**src/rtl/scc_pkg.sv**
```systemverilog
package scc_pkg;

    typedef enum logic [3:0] {
        EV_NONE       = 4'd0,
        EV_READ       = 4'd1,
        EV_EARLY_WR   = 4'd2,
        EV_RMW        = 4'd3,
        EV_WR_INDET   = 4'd4,
        EV_RAS_ONLY   = 4'd5,
        EV_CBR        = 4'd6,
        EV_HIDDEN     = 4'd7,
        EV_TEST_ENTRY = 4'd8,
        EV_SELF       = 4'd9
    } ev_kind_e;

    typedef enum logic [2:0] {
        PER_IDLE,
        PER_ROW,
        PER_CBR,
        PER_HIDDEN,
        PER_TEST
    } period_e;

    typedef struct packed {
        logic ras;
        logic cas;
        logic we;
        logic oe;
    } strobe_t;

    typedef struct packed {
        logic ras_fall;
        logic ras_rise;
        logic cas_fall;
        logic cas_rise;
        logic we_fall;
        logic addr_chg;
    } edge_t;

    localparam int N_AGE      = 4;
    localparam int AGE_RAS_HI = 0;
    localparam int AGE_RAS_LO = 1;
    localparam int AGE_CAS_LO = 2;
    localparam int AGE_ADDR   = 3;

    function automatic ev_kind_e access_kind(input logic early,
                                             input logic wfell,
                                             input logic rmw_ok);
        if (early)
            return EV_EARLY_WR;
        else if (wfell)
            return rmw_ok ? EV_RMW : EV_WR_INDET;
        else
            return EV_READ;
    endfunction

endpackage

```
**src/rtl/scc_strobe_sync.sv**
```systemverilog
module scc_strobe_sync
    import scc_pkg::*;
#(
    parameter int AW = 12
) (
    input  logic          clk,
    input  logic          rst,
    input  logic          ras_n,
    input  logic          cas_n,
    input  logic          we_n,
    input  logic          oe_n,
    input  logic [AW-1:0] addr,
    output strobe_t       lvl,
    output edge_t         edg,
    output logic [AW-1:0] addr_s
);

    strobe_t       s_lvl;
    strobe_t       p_lvl;
    logic [AW-1:0] p_addr;

    always_ff @(posedge clk) begin
        if (rst) begin
            s_lvl  <= '{ras: 1'b1, cas: 1'b1, we: 1'b1, oe: 1'b1};
            p_lvl  <= '{ras: 1'b1, cas: 1'b1, we: 1'b1, oe: 1'b1};
            addr_s <= '0;
            p_addr <= '0;
        end else begin
            s_lvl  <= '{ras: ras_n, cas: cas_n, we: we_n, oe: oe_n};
            p_lvl  <= s_lvl;
            addr_s <= addr;
            p_addr <= addr_s;
        end
    end

    assign lvl          = s_lvl;
    assign edg.ras_fall = p_lvl.ras & ~s_lvl.ras;
    assign edg.ras_rise = ~p_lvl.ras & s_lvl.ras;
    assign edg.cas_fall = p_lvl.cas & ~s_lvl.cas;
    assign edg.cas_rise = ~p_lvl.cas & s_lvl.cas;
    assign edg.we_fall  = p_lvl.we & ~s_lvl.we;
    assign edg.addr_chg = (addr_s != p_addr);

    logic unused_oe;
    assign unused_oe = p_lvl.oe;

endmodule

```
**src/rtl/scc_age_ctr.sv**
```systemverilog
module scc_age_ctr #(
    parameter int CW = 16
) (
    input  logic          clk,
    input  logic          rst,
    input  logic          clear,
    output logic [CW-1:0] age
);

    always_ff @(posedge clk) begin
        if (rst)
            age <= '1;
        else if (clear)
            age <= CW'(1);
        else if (age != '1)
            age <= age + 1'b1;
    end

endmodule

```
**src/rtl/scc_width_guard.sv**
```systemverilog
module scc_width_guard #(
    parameter int CW        = 16,
    parameter int T_RP      = 3,
    parameter int T_CAS_MIN = 2
) (
    input  logic          clk,
    input  logic          rst,
    input  logic          ras_fall,
    input  logic          cas_rise,
    input  logic [CW-1:0] ras_hi_age,
    input  logic [CW-1:0] cas_lo_age,
    output logic [1:0]    err
);

    logic short_rp;
    logic short_cas;

    assign short_rp  = ras_fall && (ras_hi_age < CW'(T_RP));
    assign short_cas = cas_rise && (cas_lo_age < CW'(T_CAS_MIN));

    always_ff @(posedge clk) begin
        if (rst) begin
            err <= 2'b00;
        end else begin
            if (short_rp)
                err[0] <= 1'b1;
            if (short_cas)
                err[1] <= 1'b1;
        end
    end

endmodule

```
**src/rtl/strobe_cycle_classifier.sv**
```systemverilog
module strobe_cycle_classifier
    import scc_pkg::*;
#(
    parameter int AW         = 12,
    parameter int BEAT_W     = 8,
    parameter int T_RP       = 3,
    parameter int T_CAS_MIN  = 2,
    parameter int T_CWD      = 4,
    parameter int T_AWD      = 5,
    parameter int SELF_TICKS = 10000
) (
    input  logic              clk,
    input  logic              rst,
    input  logic              ras_n,
    input  logic              cas_n,
    input  logic              we_n,
    input  logic              oe_n,
    input  logic [AW-1:0]     addr,
    output logic              ev_valid,
    output logic [3:0]        ev_kind,
    output logic [AW-1:0]     ev_row,
    output logic [AW-1:0]     ev_col,
    output logic [BEAT_W-1:0] ev_beat,
    output logic              dq_drive,
    output logic [1:0]        timing_err
);

    localparam int CW = $clog2(SELF_TICKS + 1) + 1;

    strobe_t       lvl;
    edge_t         edg;
    logic [AW-1:0] addr_s;

    scc_strobe_sync #(.AW(AW)) u_sync (
        .clk    (clk),
        .rst    (rst),
        .ras_n  (ras_n),
        .cas_n  (cas_n),
        .we_n   (we_n),
        .oe_n   (oe_n),
        .addr   (addr),
        .lvl    (lvl),
        .edg    (edg),
        .addr_s (addr_s)
    );

    // Interval counters: each restarts on its own edge and saturates.
    logic [N_AGE-1:0] age_clr;
    logic [CW-1:0]    age [N_AGE];

    assign age_clr[AGE_RAS_HI] = edg.ras_rise;
    assign age_clr[AGE_RAS_LO] = edg.ras_fall;
    assign age_clr[AGE_CAS_LO] = edg.cas_fall;
    assign age_clr[AGE_ADDR]   = edg.addr_chg;

    generate
        for (genvar g = 0; g < N_AGE; g++) begin : g_age
            scc_age_ctr #(.CW(CW)) u_age (
                .clk   (clk),
                .rst   (rst),
                .clear (age_clr[g]),
                .age   (age[g])
            );
        end
    endgenerate

    scc_width_guard #(.CW(CW), .T_RP(T_RP), .T_CAS_MIN(T_CAS_MIN)) u_guard (
        .clk        (clk),
        .rst        (rst),
        .ras_fall   (edg.ras_fall),
        .cas_rise   (edg.cas_rise),
        .ras_hi_age (age[AGE_RAS_HI]),
        .cas_lo_age (age[AGE_CAS_LO]),
        .err        (timing_err)
    );

    // Period and access state
    period_e           period_q;
    logic [AW-1:0]     row_q;
    logic              had_acc_q;
    logic [BEAT_W-1:0] beat_cnt_q;
    logic              acc_open_q;
    logic              acc_rep_q;
    logic              acc_early_q;
    logic              acc_wfell_q;
    logic              acc_rmw_q;
    logic [AW-1:0]     acc_col_q;
    logic [BEAT_W-1:0] acc_beat_q;

    logic acc_start;
    logic acc_done;
    logic late_we;
    logic rmw_window;

    assign acc_start  = edg.cas_fall && !lvl.ras && !edg.ras_fall && (period_q == PER_ROW);
    assign acc_done   = acc_open_q && !acc_rep_q &&
                        (edg.cas_rise || (edg.ras_rise && period_q == PER_ROW));
    assign late_we    = edg.we_fall && acc_open_q && !acc_early_q && !acc_wfell_q &&
                        !edg.cas_rise && !lvl.ras && (period_q == PER_ROW);
    assign rmw_window = (age[AGE_CAS_LO] >= CW'(T_CWD)) && (age[AGE_ADDR] >= CW'(T_AWD));

    // Event selection
    logic              nx_valid;
    ev_kind_e          nx_kind;
    logic [AW-1:0]     nx_row;
    logic [AW-1:0]     nx_col;
    logic [BEAT_W-1:0] nx_beat;

    always_comb begin
        nx_valid = 1'b0;
        nx_kind  = EV_NONE;
        nx_row   = '0;
        nx_col   = '0;
        nx_beat  = '0;
        if (acc_done) begin
            nx_valid = 1'b1;
            nx_kind  = access_kind(acc_early_q, acc_wfell_q, acc_rmw_q);
            nx_row   = row_q;
            nx_col   = acc_col_q;
            nx_beat  = acc_beat_q;
        end else if (edg.ras_rise) begin
            case (period_q)
                PER_ROW: begin
                    if (!had_acc_q) begin
                        nx_valid = 1'b1;
                        nx_kind  = EV_RAS_ONLY;
                        nx_row   = row_q;
                    end
                end
                PER_CBR: begin
                    nx_valid = 1'b1;
                    nx_kind  = (age[AGE_RAS_LO] >= CW'(SELF_TICKS)) ? EV_SELF : EV_CBR;
                end
                PER_HIDDEN: begin
                    nx_valid = 1'b1;
                    nx_kind  = EV_HIDDEN;
                end
                PER_TEST: begin
                    nx_valid = 1'b1;
                    nx_kind  = EV_TEST_ENTRY;
                end
                default: ;
            endcase
        end
    end

    always_ff @(posedge clk) begin
        if (rst) begin
            period_q    <= PER_IDLE;
            row_q       <= '0;
            had_acc_q   <= 1'b0;
            beat_cnt_q  <= '0;
            acc_open_q  <= 1'b0;
            acc_rep_q   <= 1'b0;
            acc_early_q <= 1'b0;
            acc_wfell_q <= 1'b0;
            acc_rmw_q   <= 1'b0;
            acc_col_q   <= '0;
            acc_beat_q  <= '0;
            ev_valid    <= 1'b0;
            ev_kind     <= EV_NONE;
            ev_row      <= '0;
            ev_col      <= '0;
            ev_beat     <= '0;
        end else begin
            ev_valid <= nx_valid;
            if (nx_valid) begin
                ev_kind <= nx_kind;
                ev_row  <= nx_row;
                ev_col  <= nx_col;
                ev_beat <= nx_beat;
            end

            if (edg.ras_fall) begin
                had_acc_q <= 1'b0;
                if (!lvl.cas) begin
                    if (!lvl.we)
                        period_q <= PER_TEST;
                    else if (acc_open_q)
                        period_q <= PER_HIDDEN;
                    else
                        period_q <= PER_CBR;
                end else begin
                    period_q   <= PER_ROW;
                    row_q      <= addr_s;
                    beat_cnt_q <= '0;
                end
            end else if (edg.ras_rise) begin
                period_q <= PER_IDLE;
            end

            if (acc_start) begin
                acc_open_q  <= 1'b1;
                acc_rep_q   <= 1'b0;
                acc_early_q <= !lvl.we;
                acc_wfell_q <= 1'b0;
                acc_rmw_q   <= 1'b0;
                acc_col_q   <= addr_s;
                acc_beat_q  <= beat_cnt_q;
                beat_cnt_q  <= beat_cnt_q + 1'b1;
                had_acc_q   <= 1'b1;
            end

            if (late_we) begin
                acc_wfell_q <= 1'b1;
                acc_rmw_q   <= rmw_window;
            end

            if (acc_done)
                acc_rep_q <= 1'b1;

            if (edg.cas_rise)
                acc_open_q <= 1'b0;
        end
    end

    assign dq_drive = acc_open_q && !acc_early_q && !acc_wfell_q && !lvl.oe;

endmodule

```
**config.mk**
```make
export PLATFORM = sky130hd
export DESIGN_NAME = strobe_cycle_classifier
export DESIGN_NICKNAME = d
export VERILOG_FILES = /design/src/rtl/scc_pkg.sv /design/src/rtl/scc_strobe_sync.sv /design/src/rtl/scc_age_ctr.sv /design/src/rtl/scc_width_guard.sv /design/src/rtl/strobe_cycle_classifier.sv
export SDC_FILE = /design/constraint.sdc
export NUM_CORES = 1
export LEC_CHECK = 0
export ABC_AREA = 0
export BUFFER_PORTS_ARGS = -buffer_cell sky130_fd_sc_hd__buf_4
export CORE_AREA = 2 2 116 118
export DETAILED_ROUTE_END_ITERATION = 8
export DIE_AREA = 0 0 118 120
export PLACE_DENSITY_LB_ADDON = 0.05
export SYNTH_ARGS = -nofsm -noshare
export SYNTH_HDL_FRONTEND = slang
export SYNTH_HIERARCHICAL = 1
export SYNTH_SLANG_ARGS = --single-unit
```
**constraint.sdc**
```tcl
create_clock -name clk -period 6.2 [get_ports clk]
set_clock_uncertainty 0.1 [all_clocks]
set_input_delay 1.24 -clock clk [delete_from_list [all_inputs] [get_ports clk]]
set_output_delay 1.24 -clock clk [all_outputs]
set_load 0.01 [all_outputs]
```
==> results of run 1 <==
## cell type report
cell class	count	share of cell area [%]
clock buffers	19	5.188
clock inverters	13	1.605
inverters	16	0.6880
multi-input cells	578	43.61
flip-flops and latches	179	41.05
well taps	176	2.523
repair buffers	62	5.332
## state kept, by name, summed over array words and instances, names as in the netlist, 4 cells and up
signal	flops
acc_beat_q	8
acc_col_q	12
beat_cnt_q	8
ev_beat	8
ev_col	12
ev_kind	4
ev_row	12
g_age.u_age/age	60
row_q	12
u_sync/addr_s	12
u_sync/lvl	4
u_sync/p_addr	12
## cells in the final DEF (no fill, tap or decap), drive strengths merged, types with 3 or more instances in the layout
cell / n
nand4: 19
mux2i: 4
clkinv: 3
dfxtp: 179
buf: 62
nor2: 32
o41ai: 4
and4: 4
a311oi: 4
a31oi: 7
o21ai: 29
o311ai: 20
a21oi: 53
a311o: 4
o31ai: 5
o2111ai: 5
nor4b: 3
a41oi: 4
and3: 11
or3: 6
nand2b: 7
ha: 5
a22o: 32
o211ai: 13
a211oi: 6
clkbuf: 19
nand3: 46
and2: 5
inv: 24
nor3: 17
or2: 15
nor2b: 35
or4: 13
xor2: 32
nor4: 29
nand4b: 6
nand2: 86
a211o: 4
## power groups by stage
stage | logic (uW) | clock network (uW) | registers, uW
floorplan | 389 | 0 | 1360
global placement | 452 | 0 | 1390
detailed placement | 471 | 0 | 1390
CTS | 474 | 1080 | 1370
global route | 536 | 1130 | 1390
finish | 477 | 1060 | 1370
## stage by stage
stage / setup WS, ns / area, sq um / hold WS [ns] / cells / utilization, %
floorplan: 4.028 / 7610 / 0.3360 / 806 / -
global placement: 3.337 / 8137 / 0.3425 / 1011 / 62.69
detailed placement: 3.249 / 8137 / 0.3491 / 1011 / 62.69
CTS: 3.352 / 8730 / 0.3585 / 1043 / 67.25
global route: 3.254 / 8730 / 0.3749 / 1043 / 67.25
finish: 3.390 / 8730 / 0.3590 / 1043 / 67.25
## kinds of logic after synthesis
group | count (synthesis) | synth area share, %
mux | 4 | 0.5262
compound gates | 198 | 18.66
xor+xnor | 33 | 3.798
simple gates | 338 | 26.23
buf+inv | 49 | 2.877
fa+ha+maj | 5 | 0.8221
flops | 179 | 47.09
## how the worst min path moves through the flow
| stage | end | slack (ns) | start |
|---|---|---|---|
| floorplan | acc_beat_q[0] | 0.34 | acc_beat_q[0] |
| global placement | row_q[10] | 0.34 | row_q[10] |
| detailed placement | acc_col_q[6] | 0.35 | acc_col_q[6] |
| CTS | acc_col_q[6] | 0.36 | acc_col_q[6] |
| global route | row_q[11] | 0.37 | row_q[11] |
| finish | row_q[1] | 0.36 | row_q[1] |
## routing by layer
metal  track usage [%]  wire [microns]  vias up
met5                 0               0        -
met1             33.30            7917     3011
met2             38.66            8062      153
met4             6.401             161        0
li1                  -               -     3131
met3             5.561             651       14
## worst min-delay path: cells and delay by family (launching register included)
family / cells / cell delay [ns]
DFF: 1 / 0.31
and+or+nand+nor: 1 / 0.05
AOI/OAI and AO/OA: 1 / 0.05
==> out/qor.yml, run 1 <==
status:
  status: "finished, final reports clean"
timing:
  post-route-period-util_pct: 45.32
  slew_headroom_pct: 22.16
  tns_ns: 0
  slew_violations: 0
  hold_viol_final: 0
  rsz0062_at_grt: "no"
  clock.fmax_mhz: 355.9
  period_needed_ns: 2.810
  setup_violations: 0
  tightestPinTransition_ns: 1.163
flow_run:
  drv_cap: 0
yosys:
  synth.area.top_cells: "dfxtp_1 (47%), nand2_1 (4.2%), a22o_1 (3.7%), xor2_1 (3.7%), a21oi_1 (3.5%)"
  synth_common_cells: "dfxtp_1 (179), nand2_1 (86), a21oi_1 (53)"
  yosysUniqueCellTypes: 61
  synthCells: 806
  syn_nets: 829
  synth_edf_count: 0
  yosys.area.top_type: "dfxtp_1"
  synth_seq_cells: 179
  synth_area_sq_mm: 0.007610
  netlist.area_leader.share_pct: 47.09
  syn_avg_cell_area_sq_um: 9.441
  yosysMostFrequentCell: "dfxtp_1"
  ys_seq_area_share_pct: 47.09
  synth-main-ff-cell: "dfxtp_1"
  synthArstFlopShare_pct: 0
  yosysWarnings: 6
clock_tree:
  clk-insertion-delay-late_ns: 0.43
  cts_resized: 0
  cts.sinks: 179
  postCtsSetupBuffers: 0
  path_clk_slew_ns: 0.07
  cts_tree: "done"
  cts_max_level: 4
  clockBufferDepth: 2
  cts_made_buffers: 17
  hold_buffers: 0
  cts_root_buf: "clkbuf_16"
place:
  dp_hpwl_microns: 11510
  gp_congestion: 0.8849
  io_buffer_count: 57
final_layout:
  num-fill-cells: 1051
  synthToLayoutAreaGrowth_pct: 14.72
  multi_input_area_sq_mm: 0.003807
  fin_nets: 877
  drive_above_1_share_pct: 15.34
  antennaDiodeCount: 0
  register_area_sq_mm: 0.003583
hold_path:
  whs_path_depth: 2
  hp-class: "register to register"
power_and_ir_drop:
  power.total_uw: 2906
  switching_share_pct: 30.37
  clkPwrFrac_pct: 36.5
  p_int_uw: 2024
  ir_drop_uv: 210.1
  seq_power_share_pct: 47.1
  p_sw_uw: 882.6
  power.density_mw_per_mm2: 332.9
  p_leak_uw: 0.003244
  comb_power_share_pct: 16.4
critical_path:
  arrival_ns: 1.47
  cpPeakStageDelay_ns: 0.38
  r2r_end: "beat_cnt_q[4]"
  critPathLaunch: "acc_open_q"
  crit_family: "simple AND/OR/NAND/NOR gates"
  crit_type: "register to primary output"
  crit_required_ns: 4.86
  rrSetupSlack_ns: 3.48
  worstPathMaxFanout: 4
  cp-endpoint: "dq_drive"
  start_kind: "register"
  end_kind: "primary output"
  r2r-start: "period_q[0]"
  path_depth: 3
  timing.critical_path.cells: "nor3b_1 > nor2b_1 > buf_4"
  critical_path_buf_inv_count: 1
  slowest_stage: "dfxtp_1"
  rr_worst_depth: 4
drt:
  drt.antenna.violating_nets: 0
  viasPerCell: 6.049
  wl_microns: 16790
  drtPass1Iterations: 5
  drt_iter0_drc: 489
  num_vias: 6309
  wl_per_cell_microns: 16.10
  drc: 0
floorplan:
  fp.dieH_microns: 120
  fp-row-count: 42
  die_w_microns: 118
  coreArea_sq_mm: 0.01298
  ios: 58
  die-area_sq_mm: 0.01416
  start_util_pct: 58.63
grt:
  grt_pass1_wl_microns: 28170
  grt_max_degree: 62
  grt_usage_pct: 24.25
  grt_pass1_vias: 5681
  overflow: 0
  antenna_found_initial: 0
No activity file was read; power rests on OpenSTA's default activity.
==> inputs of run 2 (changes only) <==
--- a/config.mk
+++ b/config.mk
@@ -7,9 +7,9 @@
 export LEC_CHECK = 0
 export ABC_AREA = 0
 export BUFFER_PORTS_ARGS = -buffer_cell sky130_fd_sc_hd__buf_4
-export CORE_AREA = 2 2 116 118
+export CORE_AREA = 2 2 122 124
 export DETAILED_ROUTE_END_ITERATION = 8
-export DIE_AREA = 0 0 118 120
+export DIE_AREA = 0 0 124 126
 export PLACE_DENSITY_LB_ADDON = 0.05
 export SYNTH_ARGS = -nofsm -noshare
 export SYNTH_HDL_FRONTEND = slang
==> constraint.sdc (replaced) <==
create_clock -name clk -period 2.3 [get_ports clk]
set_clock_uncertainty 0.1 [all_clocks]
set_input_delay 0.46 -clock clk [delete_from_list [all_inputs] [get_ports clk]]
set_output_delay 0.46 -clock clk [all_outputs]
set_load 0.01 [all_outputs]
==> run 2 against run 1 <==
Effect of this change:
- critical path depth stayed put
- register-to-register slack got worse by 3.3 ns
- flip-flop and latch count unchanged
- cell count increased by 2.1%
- combinational power rose to 2.7 times the previous value
- setup slack worse by 3.3 ns
- wire length up 4.7%
- first-iteration DRC count fell by 6.3%
- clock power grew to 2.7 times the previous value
- via count up 1.7%
==> out/qor.yml, run 2 (same netlist as run 1, synthesis figures left out) <==
status:
  status: "finished, final reports clean"
critical_path:
  crit_required_ns: 1.74
  end_kind: "primary output"
  crit_type: "register to primary output"
  arrival_ns: 1.61
  worstPathMaxFanout: 4
  start_kind: "register"
drt:
  num_vias: 6416
  drtPass1Iterations: 5
  wl_per_cell_microns: 16.51
  drt_iter0_drc: 458
  viasPerCell: 6.024
  drc: 0
  wl_microns: 17580
  drt.antenna.violating_nets: 0
clock_tree:
  hold_buffers: 0
  clockBufferDepth: 2
  clk-insertion-delay-late_ns: 0.42
  postCtsSetupBuffers: 0
  cts_tree: "done"
  cts_resized: 0
  cts_made_buffers: 17
  path_clk_slew_ns: 0.07
  cts_max_level: 4
  cts_root_buf: "clkbuf_16"
  cts.sinks: 179
final_layout:
  regMostFlops: "g_age.u_age/age"
  drive_above_1_share_pct: 16.69
  register_area_sq_mm: 0.003583
  synthToLayoutAreaGrowth_pct: 16.46
  layout.cells.most_common: "dfxtp_1"
  multi_input_area_sq_mm: 0.003821
  layout_common_cells: "dfxtp_1 (179), nand2_1 (86), buf_4 (74), a21oi_1 (53), nand3_1 (46)"
  antennaDiodeCount: 0
  num-fill-cells: 1229
  final_cell_count_no_fill: 1065
  largest_reg_flops: 60
  fin_nets: 891
timing:
  post-route-period-util_pct: 94.44
  period_needed_ns: 2.172
  tightestPinTransition_ns: 0.5629
  hold_ws_ns: 0.1269
  setup_violations: 0
  setup_ws_ns: 0.1279
  slew_headroom_pct: 62.38
  clock.fmax_mhz: 460.4
  tns_ns: 0
  rsz0062_at_grt: "no"
  hold_viol_final: 0
  slew_violations: 0
flow_run:
  drv_cap: 0
place:
  io_buffer_count: 57
  gp_congestion: 0.8790
  pre_cts_ws_ns: 0.1310
  place_inst: 1033
  dp_hpwl_microns: 12190
grt:
  grt_max_degree: 49
  overflow: 0
  grt_pass1_vias: 5837
  grt_usage_pct: 23.09
  grt_pass1_wl_microns: 28920
  antenna_found_initial: 0
floorplan:
  die-area_sq_mm: 0.01562
  fp.dieH_microns: 126
  start_util_pct: 53.16
  coreArea_sq_mm: 0.01431
  fp-row-count: 44
  ios: 58
  die_w_microns: 124
power_and_ir_drop:
  ir_drop_uv: 735.3
  power.density_mw_per_mm2: 881.8
  p_leak_uw: 0.003310
hold_path:
  hp-class: "input port to register"
[run 2: power breakdown]
group | switching [uW] | internal [uW]
clock | 1270 | 1560
combinational | 752 | 544
sequential | 360 | 3330
[run 2: layer usage]
metal | GRT usage (%) | vias up | part of all wire [%] | routed length (microns)
li1 | - | 3153 | - | -
met1 | 32.63 | 3095 | 48 | 8444
met2 | 35.49 | 160 | 46 | 8167
met3 | 6.205 | 8 | 4.9 | 864
met4 | 4.957 | 0 | 0.61 | 107
met5 | 0 | - | 0 | 0
[run 2: critical path, cell delays in order, from the launching register on]
cell	delay [ns]
dfxtp_1	0.39
nor3b_1	0.48
nor2b_1	0.20
buf_4	0.13
[run 2: through the flow]
stage	utilization, %	total power, uW	cell area [sq um]
after floorplan	-	4700	7610
after detailed placement	57.74	5029	8264
final	61.91	7815	8862
after CTS	61.79	7868	8845
after global placement	57.74	4989	8264
after global routing	61.91	8215	8862
[run 2: cell type report]
cell class	count	area share, %
sequential	179	40.43
multi-input combinational	578	43.12
inverter	16	0.6777
clock inverter	13	1.553
clock buffer	19	4.998
timing repair buffer	76	6.621
tap	184	2.598
[run 2: worst paths after layout]
kind | startpoint | end | slack (ns) | depth (start not counted)
hold reg to reg | acc_col_q[5] | acc_col_q[5] | 0.36 | 2
hold / removal | oe_n | u_sync/lvl[0] | 0.13 | 2
setup / recovery | acc_open_q | dq_drive | 0.13 | 3
setup reg to reg | u_sync/lvl[3] | ev_beat[4] | 0.20 | 8
